<file path="src/rtl/tear_cnt_pkg.sv">
package tear_cnt_pkg;

  // Decoded register accesses, one strobe per access kind
  typedef struct packed {
    logic loRd;
    logic hiRd;
    logic ctrlRd;
    logic ctrlWr;
    logic anyRd;
  } regStrobe_t;

  // Pair tracker: no open pair, open and clean, open and torn
  typedef enum logic [1:0] {
    TRK_IDLE  = 2'd0,
    TRK_ARMED = 2'd1,
    TRK_TORN  = 2'd2
  } trkState_t;

endpackage

</file>
<file path="src/rtl/tear_track.sv">
module tear_track
  import tear_cnt_pkg::*;
#(
  parameter int unsigned ADDR_W = 12,
  parameter logic [ADDR_W-1:0] CTRL_ADDR = ADDR_W'('h103),
  parameter logic [ADDR_W-1:0] LO_ADDR   = ADDR_W'('h104),
  parameter logic [ADDR_W-1:0] HI_ADDR   = ADDR_W'('h105)
) (
  input  logic              clk,
  input  logic              rstN,
  input  logic [ADDR_W-1:0] regAddr,
  input  logic              regRdEn,
  input  logic              regWrEn,
  input  logic              excEvent,
  input  logic              carryIn,
  output regStrobe_t        strobes,
  output logic              pairOk
);

  trkState_t trkState;
  logic      disturb;

  always_comb begin
    strobes.loRd   = regRdEn && (regAddr == LO_ADDR);
    strobes.hiRd   = regRdEn && (regAddr == HI_ADDR);
    strobes.ctrlRd = regRdEn && (regAddr == CTRL_ADDR);
    strobes.ctrlWr = regWrEn && (regAddr == CTRL_ADDR);
    strobes.anyRd  = regRdEn;
  end

  // A carry or an exception taken while a pair is open tears it
  assign disturb = carryIn || excEvent;

  always_ff @(posedge clk or negedge rstN) begin
    if (!rstN) begin
      trkState <= TRK_IDLE;
      pairOk   <= 1'b0;
    end else if (strobes.loRd) begin
      // new pair, earlier tear forgotten
      trkState <= disturb ? TRK_TORN : TRK_ARMED;
      pairOk   <= 1'b0;
    end else if (strobes.hiRd) begin
      // close the pair; events in this cycle do not count
      pairOk   <= (trkState == TRK_ARMED);
      trkState <= TRK_IDLE;
    end else if ((trkState == TRK_ARMED) && disturb) begin
      trkState <= TRK_TORN;
    end
  end

endmodule

</file>
<file path="src/rtl/tear_dpath.sv">
module tear_dpath
  import tear_cnt_pkg::*;
#(
  parameter int unsigned DATA_W = 32,
  localparam int unsigned CNT_W = 2 * DATA_W
) (
  input  logic              clk,
  input  logic              rstN,
  input  regStrobe_t        strobes,
  input  logic              wrEnBit,
  input  logic              pairOk,
  output logic              carryOut,
  output logic [CNT_W-1:0]  countNow,
  output logic              counterOn,
  output logic [DATA_W-1:0] rdData
);

  logic [DATA_W-1:0] ctrlWord;

  always_ff @(posedge clk or negedge rstN) begin
    if (!rstN) counterOn <= 1'b0;
    else if (strobes.ctrlWr) counterOn <= wrEnBit;
  end

  always_ff @(posedge clk or negedge rstN) begin
    if (!rstN) countNow <= '0;
    else if (counterOn) countNow <= countNow + CNT_W'(1);
  end

  // The upper half changes at the next edge
  assign carryOut = counterOn && (&countNow[DATA_W-1:0]);

  assign ctrlWord = {pairOk, {(DATA_W-2){1'b0}}, counterOn};

  always_ff @(posedge clk or negedge rstN) begin
    if (!rstN) rdData <= '0;
    else if (strobes.anyRd) begin
      if (strobes.loRd)        rdData <= countNow[DATA_W-1:0];
      else if (strobes.hiRd)   rdData <= countNow[CNT_W-1:DATA_W];
      else if (strobes.ctrlRd) rdData <= ctrlWord;
      else                     rdData <= '0;
    end
  end

endmodule

</file>
<file path="src/rtl/tear_counter64.sv">
module tear_counter64
  import tear_cnt_pkg::*;
#(
  parameter int unsigned DATA_W = 32,
  parameter int unsigned ADDR_W = 12,
  parameter logic [ADDR_W-1:0] CTRL_ADDR = ADDR_W'('h103),
  parameter logic [ADDR_W-1:0] LO_ADDR   = ADDR_W'('h104),
  parameter logic [ADDR_W-1:0] HI_ADDR   = ADDR_W'('h105)
) (
  input  logic              clk,
  input  logic              rstN,
  input  logic [ADDR_W-1:0] regAddr,
  input  logic              regRdEn,
  input  logic              regWrEn,
  input  logic [DATA_W-1:0] regWrData,
  input  logic              excEvent,
  output logic [DATA_W-1:0] rdData
);

  localparam int unsigned CNT_W = 2 * DATA_W;

  regStrobe_t       strobes;
  logic             pairOk;
  logic             carryOut;
  logic             counterOn;
  logic [CNT_W-1:0] countNow;
  logic             unusedWrBits;

  assign unusedWrBits = ^regWrData[DATA_W-1:1];

  tear_track #(
    .ADDR_W(ADDR_W), .CTRL_ADDR(CTRL_ADDR), .LO_ADDR(LO_ADDR), .HI_ADDR(HI_ADDR)
  ) u_track (
    .clk(clk), .rstN(rstN), .regAddr(regAddr), .regRdEn(regRdEn),
    .regWrEn(regWrEn), .excEvent(excEvent), .carryIn(carryOut),
    .strobes(strobes), .pairOk(pairOk)
  );

  tear_dpath #(.DATA_W(DATA_W)) u_dpath (
    .clk(clk), .rstN(rstN), .strobes(strobes), .wrEnBit(regWrData[0]),
    .pairOk(pairOk), .carryOut(carryOut), .countNow(countNow),
    .counterOn(counterOn), .rdData(rdData)
  );

endmodule

</file>
<file path="config.mk">
export PLATFORM = sky130hd
export DESIGN_NAME = tear_counter64
export DESIGN_NICKNAME = d
export VERILOG_FILES = /design/src/rtl/tear_cnt_pkg.sv /design/src/rtl/tear_track.sv /design/src/rtl/tear_dpath.sv /design/src/rtl/tear_counter64.sv
export SDC_FILE = /design/constraint.sdc
export NUM_CORES = 1
export LEC_CHECK = 0
export ABC_AREA = 1
export ABC_CLOCK_PERIOD_IN_PS = 3130
export BUFFER_PORTS_ARGS = -buffer_cell sky130_fd_sc_hd__buf_2
export CORE_MARGIN = 2
export CORE_UTILIZATION = 40
export DETAILED_ROUTE_END_ITERATION = 6
export GPL_ROUTABILITY_DRIVEN = 0
export GPL_TIMING_DRIVEN = 0
export HOLD_SLACK_MARGIN = 0.15
export PLACE_DENSITY = 0.61
export RECOVER_POWER = 100
export SLEW_MARGIN = 20
export SYNTH_ARGS = -nofsm -noshare
export SYNTH_HDL_FRONTEND = slang
export SYNTH_SLANG_ARGS = --single-unit
</file>
<file path="constraint.sdc">
create_clock -name clk -period 3.13 [get_ports clk]
set_clock_uncertainty 0.15 [all_clocks]
set_input_delay 0.626 -clock clk [delete_from_list [all_inputs] [get_ports clk]]
set_output_delay 0.626 -clock clk [all_outputs]
set_load 0.02 [all_outputs]
</file>
## Word-level counts from Yosys, hierarchy flattened

Cells that the tools add are included.

- Input port bits: 49
- RAM bits: 0
- Memories kept: 0
- Flip-flop bits (word level): 100
- Output and inout port bits: 32
- Logic and storage cells: 29
- Bits in read-only memories: 0
- Bits in latches: 0

- Add/sub/neg operators: 1
- Order comparisons: 0
- Equality and inequality tests: 4
- Divide/modulo/power cells: 0
- Bitwise logic cells: 0
- Multipliers: 0
- Reduce and logical (&&, ||, !) cells: 10
- Shift-type cells: 0
- Multiplexer cells: 9

Operators by type and width:

| kind | count |
|---|---|
| $mux 32 | 3 |
| $add 64x1->64 const B | 1 |
| $eq 12x9->1 const B | 3 |
| $reduce_and 32->1 | 1 |
| $mux 2 | 4 |
| $logic_and 1x1->1 | 6 |
| $reduce_bool 3->1 | 1 |
| $eq 2x1->1 const B | 1 |
| $mux 1 | 2 |
| $reduce_bool 2->1 | 1 |
| $logic_or 1x1->1 | 1 |

## Depth between registers and ports, before layout

Gate-level depths: netlist (run 1).

- Depth in word-level cells: 7
- Depth in mapped cells: 11
- Gate-level depth less buffers: 11

## Cells and area by module

Synthesis (run 1) repeated with hierarchy kept, for this count alone.

- Cells, all modules: 751
- Area total of the unflattened synthesis: 5,666.7 um^2

Modules (own cells, without submodules):

| module | times used | area an instance (um^2) | seq. area each (um^2) | cells an instance |
|---|---|---|---|---|
| tear_dpath | 1 | 5,391.4 | 2,427.3 | 703 |
| tear_track | 1 | 275.3 | 75.1 | 48 |

## Worst setup path after synthesis (run 1)

Ideal clock, no wire load.

- Path type: input -> register
- From: input port regAddr[7]
- To: register u_dpath.rdData[10]
- Data arrival time: 1.537 ns
- Data required time: 2.911 ns
- Cell stages on the path: 6
- Setup time: 0.069 ns
- Slack: 1.374 ns
- Buffers on the path: 1
- Cell sequence: nor2_1 > nand2_1 > nor4_2 > buf_2 > nand2_1 > nand3_1

- Cells in the longest elaborated chain, start to end: 4
- Elaborated cells between the ends (all ways): 6
- Those cells by class: 2 x eq/ne; 2 x mux; 2 x reduce/logical

Ends and longest elaborated chain:

| what | line | RTL |
|---|---|---|
| start: declaration | tear_counter64.sv:12 | `input logic [ADDR_W-1:0] regAddr,` |
| $eq 12x9->1 | tear_track.sv:25 | `strobes.hiRd = regRdEn && (regAddr == HI_ADDR);` |
| $logic_and 1x1->1 | tear_track.sv:25 |  |
| $mux 32 | tear_dpath.sv:39 | `else if (strobes.hiRd) rdData <= countNow[CNT_W-1:DATA_W];` |
| $mux 32 * | tear_dpath.sv:38 | `if (strobes.loRd) rdData <= countNow[DATA_W-1:0];` |
| end signal: assignment | tear_dpath.sv:38 |  |
| end signal: assignment | tear_dpath.sv:39 |  |
| end signal: assignment | tear_dpath.sv:40 | `else if (strobes.ctrlRd) rdData <= ctrlWord;` |
| end: declaration | tear_dpath.sv:15 | `output logic [DATA_W-1:0] rdData` |

Mark *: on every way between the ends. The rest lies on a longest branch, timed or not.
A chain may end at the register's enable or synchronous reset.

==> impl_metrics.env, run 1 <==
export IMPL_postSynthCellCount=682
export IMPL_endpoint_kind="flip-flop"
export IMPL_post_cts_buffers=0
export IMPL_core_area_um2=13100
export IMPL_fin_crit_sh=0.821
export IMPL_start_util=0.406
export IMPL_synth_area_um2=5310
export IMPL_hold_viol_final=0
export IMPL_drc=0
export IMPL_arrival_ps=2660
export IMPL_clkTransAtPathRegs_ps=70
export IMPL_clock_sinks=100
export IMPL_synth_top_family_by_area="simple AND/OR/NAND/NOR gates"
export IMPL_cp_required_ps=3220
export IMPL_cp_slowest_stage_delay_ps=330
export IMPL_viasPerCell=5.03
export IMPL_synthAdderAreaFrac=0.00235
export IMPL_cts_root_buf="clkbuf_16"
export IMPL_critPathKind="flip-flop to flip-flop"
export IMPL_critical_path_top_delay_family="simple AND/OR/NAND/NOR gates"
export IMPL_grt_pass1_vias=4532
export IMPL_hp_class="flip-flop to flip-flop"
export IMPL_period_minus_slack_ps=2570
export IMPL_clock_latency_ps=360
export IMPL_die_x_um=119
export IMPL_dieHeight_um=119
export IMPL_ant_nets=0
export IMPL_cts_max_path_buffers=2
export IMPL_portBuffers=49
export IMPL_synthTopCellsByCount="nand2_1, dfrtp_1, nor2_1"
export IMPL_synthArstFlopShare=1.00
export IMPL_yosys_area_share_simple=0.402
export IMPL_cts_tree="yes"
export IMPL_final_max_slew_viol_count=0
export IMPL_drive_above_1_share=0.0654
export IMPL_grt_antenna_before_repair=0
export IMPL_worstPathMaxFanout=7
export IMPL_grt_max_degree=76
export IMPL_synth_edf_count=0
export IMPL_yosysSeqAreaShare=0.471
export IMPL_drtIter0Drc=372
export IMPL_synth_most_common_cell="nand2_1"
export IMPL_wl_per_cell_um=15.0
export IMPL_p_total_mw=2.66
export IMPL_setup_tns_ps=0
export IMPL_track_usage=0.210
export IMPL_yosys_register_bits=100
export IMPL_nFillCells=1339
export IMPL_dieArea_um2=14200
export IMPL_avgSynthCellArea_um2=7.79
export IMPL_h_tree_depth=3
export IMPL_cpMostUsedCell="nand2_1"
export IMPL_grt_pass1_wl_um=23100
export IMPL_fp_row_count=42
export IMPL_ir_worst_vdd_mv=0.198
export IMPL_cts_buffers=9
export IMPL_n_antenna_cell=0
export IMPL_globalRoute_totalOverflow=0
export IMPL_setup_viol=0
export IMPL_slowest_stage="nor2_1"
export IMPL_synthMuxAreaShare=0
export IMPL_syn_to_final_growth_pct=12.3
export IMPL_relSlewSlack=0.0148
export IMPL_ioPinCount=81
export IMPL_path_buf_inv=1
export IMPL_cap_violations=0
export IMPL_synth_top_area_share=0.471
export IMPL_power_density_nw_per_um2=445
export IMPL_path_cells="clkbuf_1 > nand2_1 > nor2_1 > nand3_1 > nor2_4 > nand2_1 > nor2_4 > nand3_1 > nand2_1 > nand2_1"
export IMPL_synth_top_cell_by_area="dfrtp_1"
export IMPL_rsz0062_at_grt="false"
export IMPL_yosys_warnings=0
export IMPL_ys_flop_type="dfrtp_1"
export IMPL_status="complete, no violations"
export IMPL_layout_setup_ws_ps=559
export IMPL_synth_compound_area_frac=0.00565
export IMPL_p_leak_nw=2.73
export IMPL_cp_start_kind="flip-flop"
export IMPL_fmax_mhz=389
export IMPL_yosys_top_cells_area="dfrtp_1, nand2_1, nor2_1, nand3_1, xor2_1"
export IMPL_rrSetupSlack_ps=560
export IMPL_place_ws_ps=585
export IMPL_dr_pass1_iters=5
export IMPL_synth_nets=732
export IMPL_dp_hpwl_um=10600
export IMPL_nets=794
export IMPL_route_vias_total=4657
export IMPL_wl_um=13900
export IMPL_worst_pin_slew_ps=1480
export IMPL_synth_xor_area_share=0.0725
export IMPL_ys_types=32
## worst paths after layout
check / from / depth (start not counted) / end
max reg2reg: u_dpath.counterOn / 10 / u_dpath.countNow[58]
max in group asynchronous: rstN / 3 / u_dpath.countNow[61]
min reg2reg: u_dpath.rdData[12] / 2 / u_dpath.rdData[12]
min in group asynchronous: rstN / 2 / u_dpath.rdData[14]
max: u_dpath.counterOn / 10 / u_dpath.countNow[58]
min: u_dpath.rdData[12] / 2 / u_dpath.rdData[12]
## per-stage QoR
| step | std cells | cell area (um^2) | hold slack (ps) | util |
|---|---|---|---|---|
| floorplan | 682 | 5310 | 180 | - |
| global placement | 907 | 5780 | 328 | 0.442 |
| detailed placement | 908 | 5810 | 327 | 0.444 |
| CTS | 925 | 6100 | 346 | 0.467 |
| global route | 925 | 5970 | 373 | 0.456 |
| finish | 925 | 5970 | 348 | 0.456 |
## per-layer routing
metal  vias up  GRT usage  part of all wire
met1      2176      0.292              0.48
met5         -          0                 0
met3        35     0.0326             0.057
met4         0      0.114             0.037
li1       2301          -                 -
met2       145      0.315              0.43
## repair_timing
| item | 4_1_cts | 5_1_grt |
|---|---|---|
| hold buffers | 1 | 0 |
| resized for setup | 0 | 0 |
| hold endpoints to repair | 25 | 0 |
## tightest hold or removal path, delay by kind of cell, from the launching register on
family	cells	cell delay (ps)
flip-flops	1	350
AND/OR/NAND/NOR	2	120
## cell type report
| type | count | area (um^2) | area share |
|---|---|---|---|
| Sequential cell | 100 | 2500 | 0.419 |
| Multi-Input combinational cell | 521 | 2480 | 0.416 |
| Clock buffer | 13 | 260 | 0.0436 |
| Timing Repair Buffer | 51 | 240 | 0.0402 |
| Tap cell | 176 | 220 | 0.0369 |
| Inverter | 50 | 188 | 0.0314 |
| Buffer | 11 | 52.6 | 0.00880 |
| Clock inverter | 3 | 21.3 | 0.00356 |
## logic make-up after synthesis
group	count (synthesis)
AO/OA/AOI/OAI	6
XOR/XNOR	44
adder cells (fa/ha/maj)	1
buffers and inverters	61
flip-flops	100
AND/OR/NAND/NOR	470
## placed cells by master, fill, tap and decap left out, types with 16 or more instances in the layout
cell type / netlist / layout
nand2_1: 248 / 250
dfrtp_1: 100 / 100
nor2_1: 82 / 86
nand3_1: 59 / 62
inv_1: 47 / 49
clkbuf_1: 3 / 43
nand4_1: 29 / 29
xor2_1: 23 / 23
xnor2_1: 21 / 21
buf_2: 6 / 18
nor3_1: 14 / 16
## registers in the layout (all words and copies together) (netlist names)
name / cells
u_dpath.countNow: 64
u_dpath.rdData: 32
u_track.trkState: 2
u_dpath.counterOn: 1
u_track.pairOk: 1
## where the power goes
| group | leakage (nW) | total, mW | internal (mW) | switching [mW] |
|---|---|---|---|---|
| Combinational | 1.22 | 0.195 | 0.0667 | 0.129 |
| Sequential | 1.38 | 1.40 | 1.34 | 0.0582 |
| Clock | 0.136 | 1.07 | 0.583 | 0.482 |
Note: power is estimated with default switching activity, not from simulation.
==> run 2: changes to the inputs <==
--- a/config.mk
+++ b/config.mk
@@ -6,7 +6,7 @@
 export NUM_CORES = 1
 export LEC_CHECK = 0
 export ABC_AREA = 1
-export ABC_CLOCK_PERIOD_IN_PS = 3130
+export ABC_CLOCK_PERIOD_IN_PS = 2310
 export BUFFER_PORTS_ARGS = -buffer_cell sky130_fd_sc_hd__buf_2
 export CORE_MARGIN = 2
 export CORE_UTILIZATION = 40
@@ -14,7 +14,7 @@
 export GPL_ROUTABILITY_DRIVEN = 0
 export GPL_TIMING_DRIVEN = 0
 export HOLD_SLACK_MARGIN = 0.15
-export PLACE_DENSITY = 0.61
+export PLACE_DENSITY = 0.63
 export RECOVER_POWER = 100
 export SLEW_MARGIN = 20
 export SYNTH_ARGS = -nofsm -noshare
==> constraint.sdc (replaced) <==
create_clock -name clk -period 2.31 [get_ports clk]
set_clock_uncertainty 0.15 [all_clocks]
set_input_delay 0.462 -clock clk [delete_from_list [all_inputs] [get_ports clk]]
set_output_delay 0.462 -clock clk [all_outputs]
set_load 0.02 [all_outputs]
==> run 2 against run 1 <==
  * Sequential power rose by 35%
  * Global-route usage shrank 0.30 points
  * Combinational power is 50% higher
  * Critical path depth is 3 lower
  * Clock-buffer cell count shrank 1
  * Setup slack got worse by 410 ps
  * Worst hold slack lost 130 ps
  * Via count is 1.7% lower
  * Utilization rose by 0.53 points
  * Die area is the same
==> impl_metrics.env, run 2 (same netlist as run 1, synthesis figures left out) <==
export IMPL_dieHeight_um=119
export IMPL_start_util=0.406
export IMPL_fin_cells=925
export IMPL_grt_pass1_vias=4501
export IMPL_largestRegisters="u_dpath.countNow (64), u_dpath.rdData (32), u_track.trkState (2)"
export IMPL_arrival_ps=2290
export IMPL_fin_crit_sh=0.934
export IMPL_dieArea_um2=14200
export IMPL_largest_reg_flops=64
export IMPL_drc=0
export IMPL_n_antenna_cell=0
export IMPL_grt_antenna_before_repair=0
export IMPL_clock_sinks=100
export IMPL_critical_path_top_delay_family="simple AND/OR/NAND/NOR gates"
export IMPL_hold_ws_ps=222
export IMPL_critPathKind="input pin to flip-flop"
export IMPL_post_cts_buffers=0
export IMPL_regMostFlops="u_dpath.countNow"
export IMPL_clkTransAtPathRegs_ps=60
export IMPL_grt_max_degree=70
export IMPL_cts_root_buf="clkbuf_16"
export IMPL_setup_viol=0
export IMPL_die_x_um=119
export IMPL_final_cell_mix="nand2_1, dfrtp_1, nor2_1"
export IMPL_final_cell_area_um2=6040
export IMPL_core_area_um2=13100
export IMPL_ir_worst_vdd_mv=0.335
export IMPL_cp_required_ps=2450
export IMPL_drive_above_1_share=0.0854
export IMPL_power_density_nw_per_um2=619
export IMPL_nets=794
export IMPL_endpoint_kind="flip-flop"
export IMPL_hp_class="input pin to flip-flop"
export IMPL_cp_start_kind="input pin"
export IMPL_nFillCells=1354
export IMPL_route_vias_total=4579
export IMPL_final_common_cell="nand2_1"
export IMPL_status="complete, no violations"
export IMPL_syn_to_final_growth_pct=13.6
export IMPL_portBuffers=49
export IMPL_cpMostUsedCell="nand2_1"
export IMPL_worstPathMaxFanout=10
export IMPL_clock_latency_ps=350
export IMPL_final_max_slew_viol_count=0
export IMPL_track_usage=0.207
export IMPL_cts_tree="yes"
export IMPL_path_cells="buf_2 > nor2_1 > nand2_1 > nor4_1 > clkbuf_2 > nand2_1 > nand3_1"
export IMPL_cp_slowest_stage_delay_ps=930
export IMPL_slowest_stage="nor4_1"
export IMPL_cts_max_path_buffers=2
export IMPL_fmax_mhz=463
export IMPL_hold_viol_final=0
export IMPL_dp_hpwl_um=10600
export IMPL_worst_pin_slew_ps=1070
export IMPL_globalRoute_totalOverflow=0
export IMPL_fp_row_count=42
export IMPL_place_area_um2=5810
export IMPL_viasPerCell=4.95
export IMPL_relSlewSlack=0.282
export IMPL_cap_violations=0
export IMPL_dr_pass1_iters=4
export IMPL_period_minus_slack_ps=2160
export IMPL_h_tree_depth=3
export IMPL_wl_um=13800
export IMPL_ioPinCount=81
export IMPL_ant_nets=0
export IMPL_drtIter0Drc=300
export IMPL_dp_cells=908
export IMPL_path_buf_inv=2
export IMPL_rsz0062_at_grt="false"
export IMPL_p_leak_nw=2.76
export IMPL_grt_pass1_wl_um=22800
export IMPL_cts_buffers=9
export IMPL_wl_per_cell_um=14.9
==> run 2: cell count changes in the layout (fill, tap and decap cells not counted), moves of 2 or more <==
cell      before  now
clkbuf_1      43   37
clkbuf_2       0    4
nand3_1       62   60
nand3_2        0    2
nor2_1        86   82
nor2_4         5    9
==> run 2: layout make-up <==
| type | instances | area, um^2 | share of cell area |
|---|---|---|---|
| Buffer | 11 | 60.1 | 0.00995 |
| Clock buffer | 12 | 256 | 0.0425 |
| Clock inverter | 4 | 47.5 | 0.00787 |
| Inverter | 50 | 188 | 0.0311 |
| Multi-Input combinational cell | 521 | 2540 | 0.420 |
| Sequential cell | 100 | 2500 | 0.414 |
| Tap cell | 176 | 220 | 0.0365 |
| Timing Repair Buffer | 51 | 225 | 0.0373 |
==> run 2: final timing paths <==
kind / startpoint / end / slack (ps) / cells after the start
worst max register to register: u_dpath.countNow[1] / u_dpath.countNow[46] / 200 / 10
max in group asynchronous: rstN / u_dpath.countNow[55] / 330 / 3
min in group asynchronous: rstN / u_dpath.rdData[18] / 580 / 2
worst min-delay path: regWrData[0] / u_dpath.counterOn / 220 / 3
worst max-delay path: regAddr[7] / u_dpath.rdData[11] / 150 / 7
worst min register to register: u_dpath.rdData[12] / u_dpath.rdData[12] / 340 / 2
==> run 2: what timing repair did <==
item / in CTS / in global routing
hold endpoints to repair: 31 / 0
setup endpoints to repair: 0 / 1
hold buffers: 1 / 0
gates resized for setup: 0 / 1
==> run 2: worst register-to-register path, stage by stage (launching register included) <==
cell and delay, ps:
dfrtp_1 440, ha_1 210, nand2_2 90, nor2_4 150, nand3_2 140, nor2_4 220
nand2_4 110, nor2_2 290, nand2_1 90, nand2_1 70, nand2_1 50
==> run 2: report_power, final <==
group          total (mW)  switching (mW)  internal (mW)
Sequential           1.89          0.0800           1.81
Combinational       0.292           0.193         0.0993
Clock                1.55           0.655          0.896
==> run 2: per-layer routing <==
| layer | routed length (um) | share of wire | global-route usage |
|---|---|---|---|
| met1 | 6450 | 0.47 | 0.290 |
| met2 | 6300 | 0.46 | 0.321 |
| met3 | 677 | 0.049 | 0.0278 |
| met4 | 353 | 0.026 | 0.0923 |
| met5 | 0 | 0 | 0 |
==> run 2: through the flow <==
| stage | setup slack (ps) | util | power [mW] | setup TNS [ps] |
|---|---|---|---|---|
| 3_5_place_dp | -106 | 0.444 | 2.24 | -1750 |
| 6_report | 152 | 0.461 | 3.74 | 0 |
| 5_1_grt | 31.6 | 0.461 | 3.90 | 0 |
| 2_1_floorplan | 583 | - | 2.11 | 0 |
| 4_1_cts | 178 | 0.468 | 3.79 | 0 |
| 3_3_place_gp | -439 | 0.442 | 2.21 | -44990 |
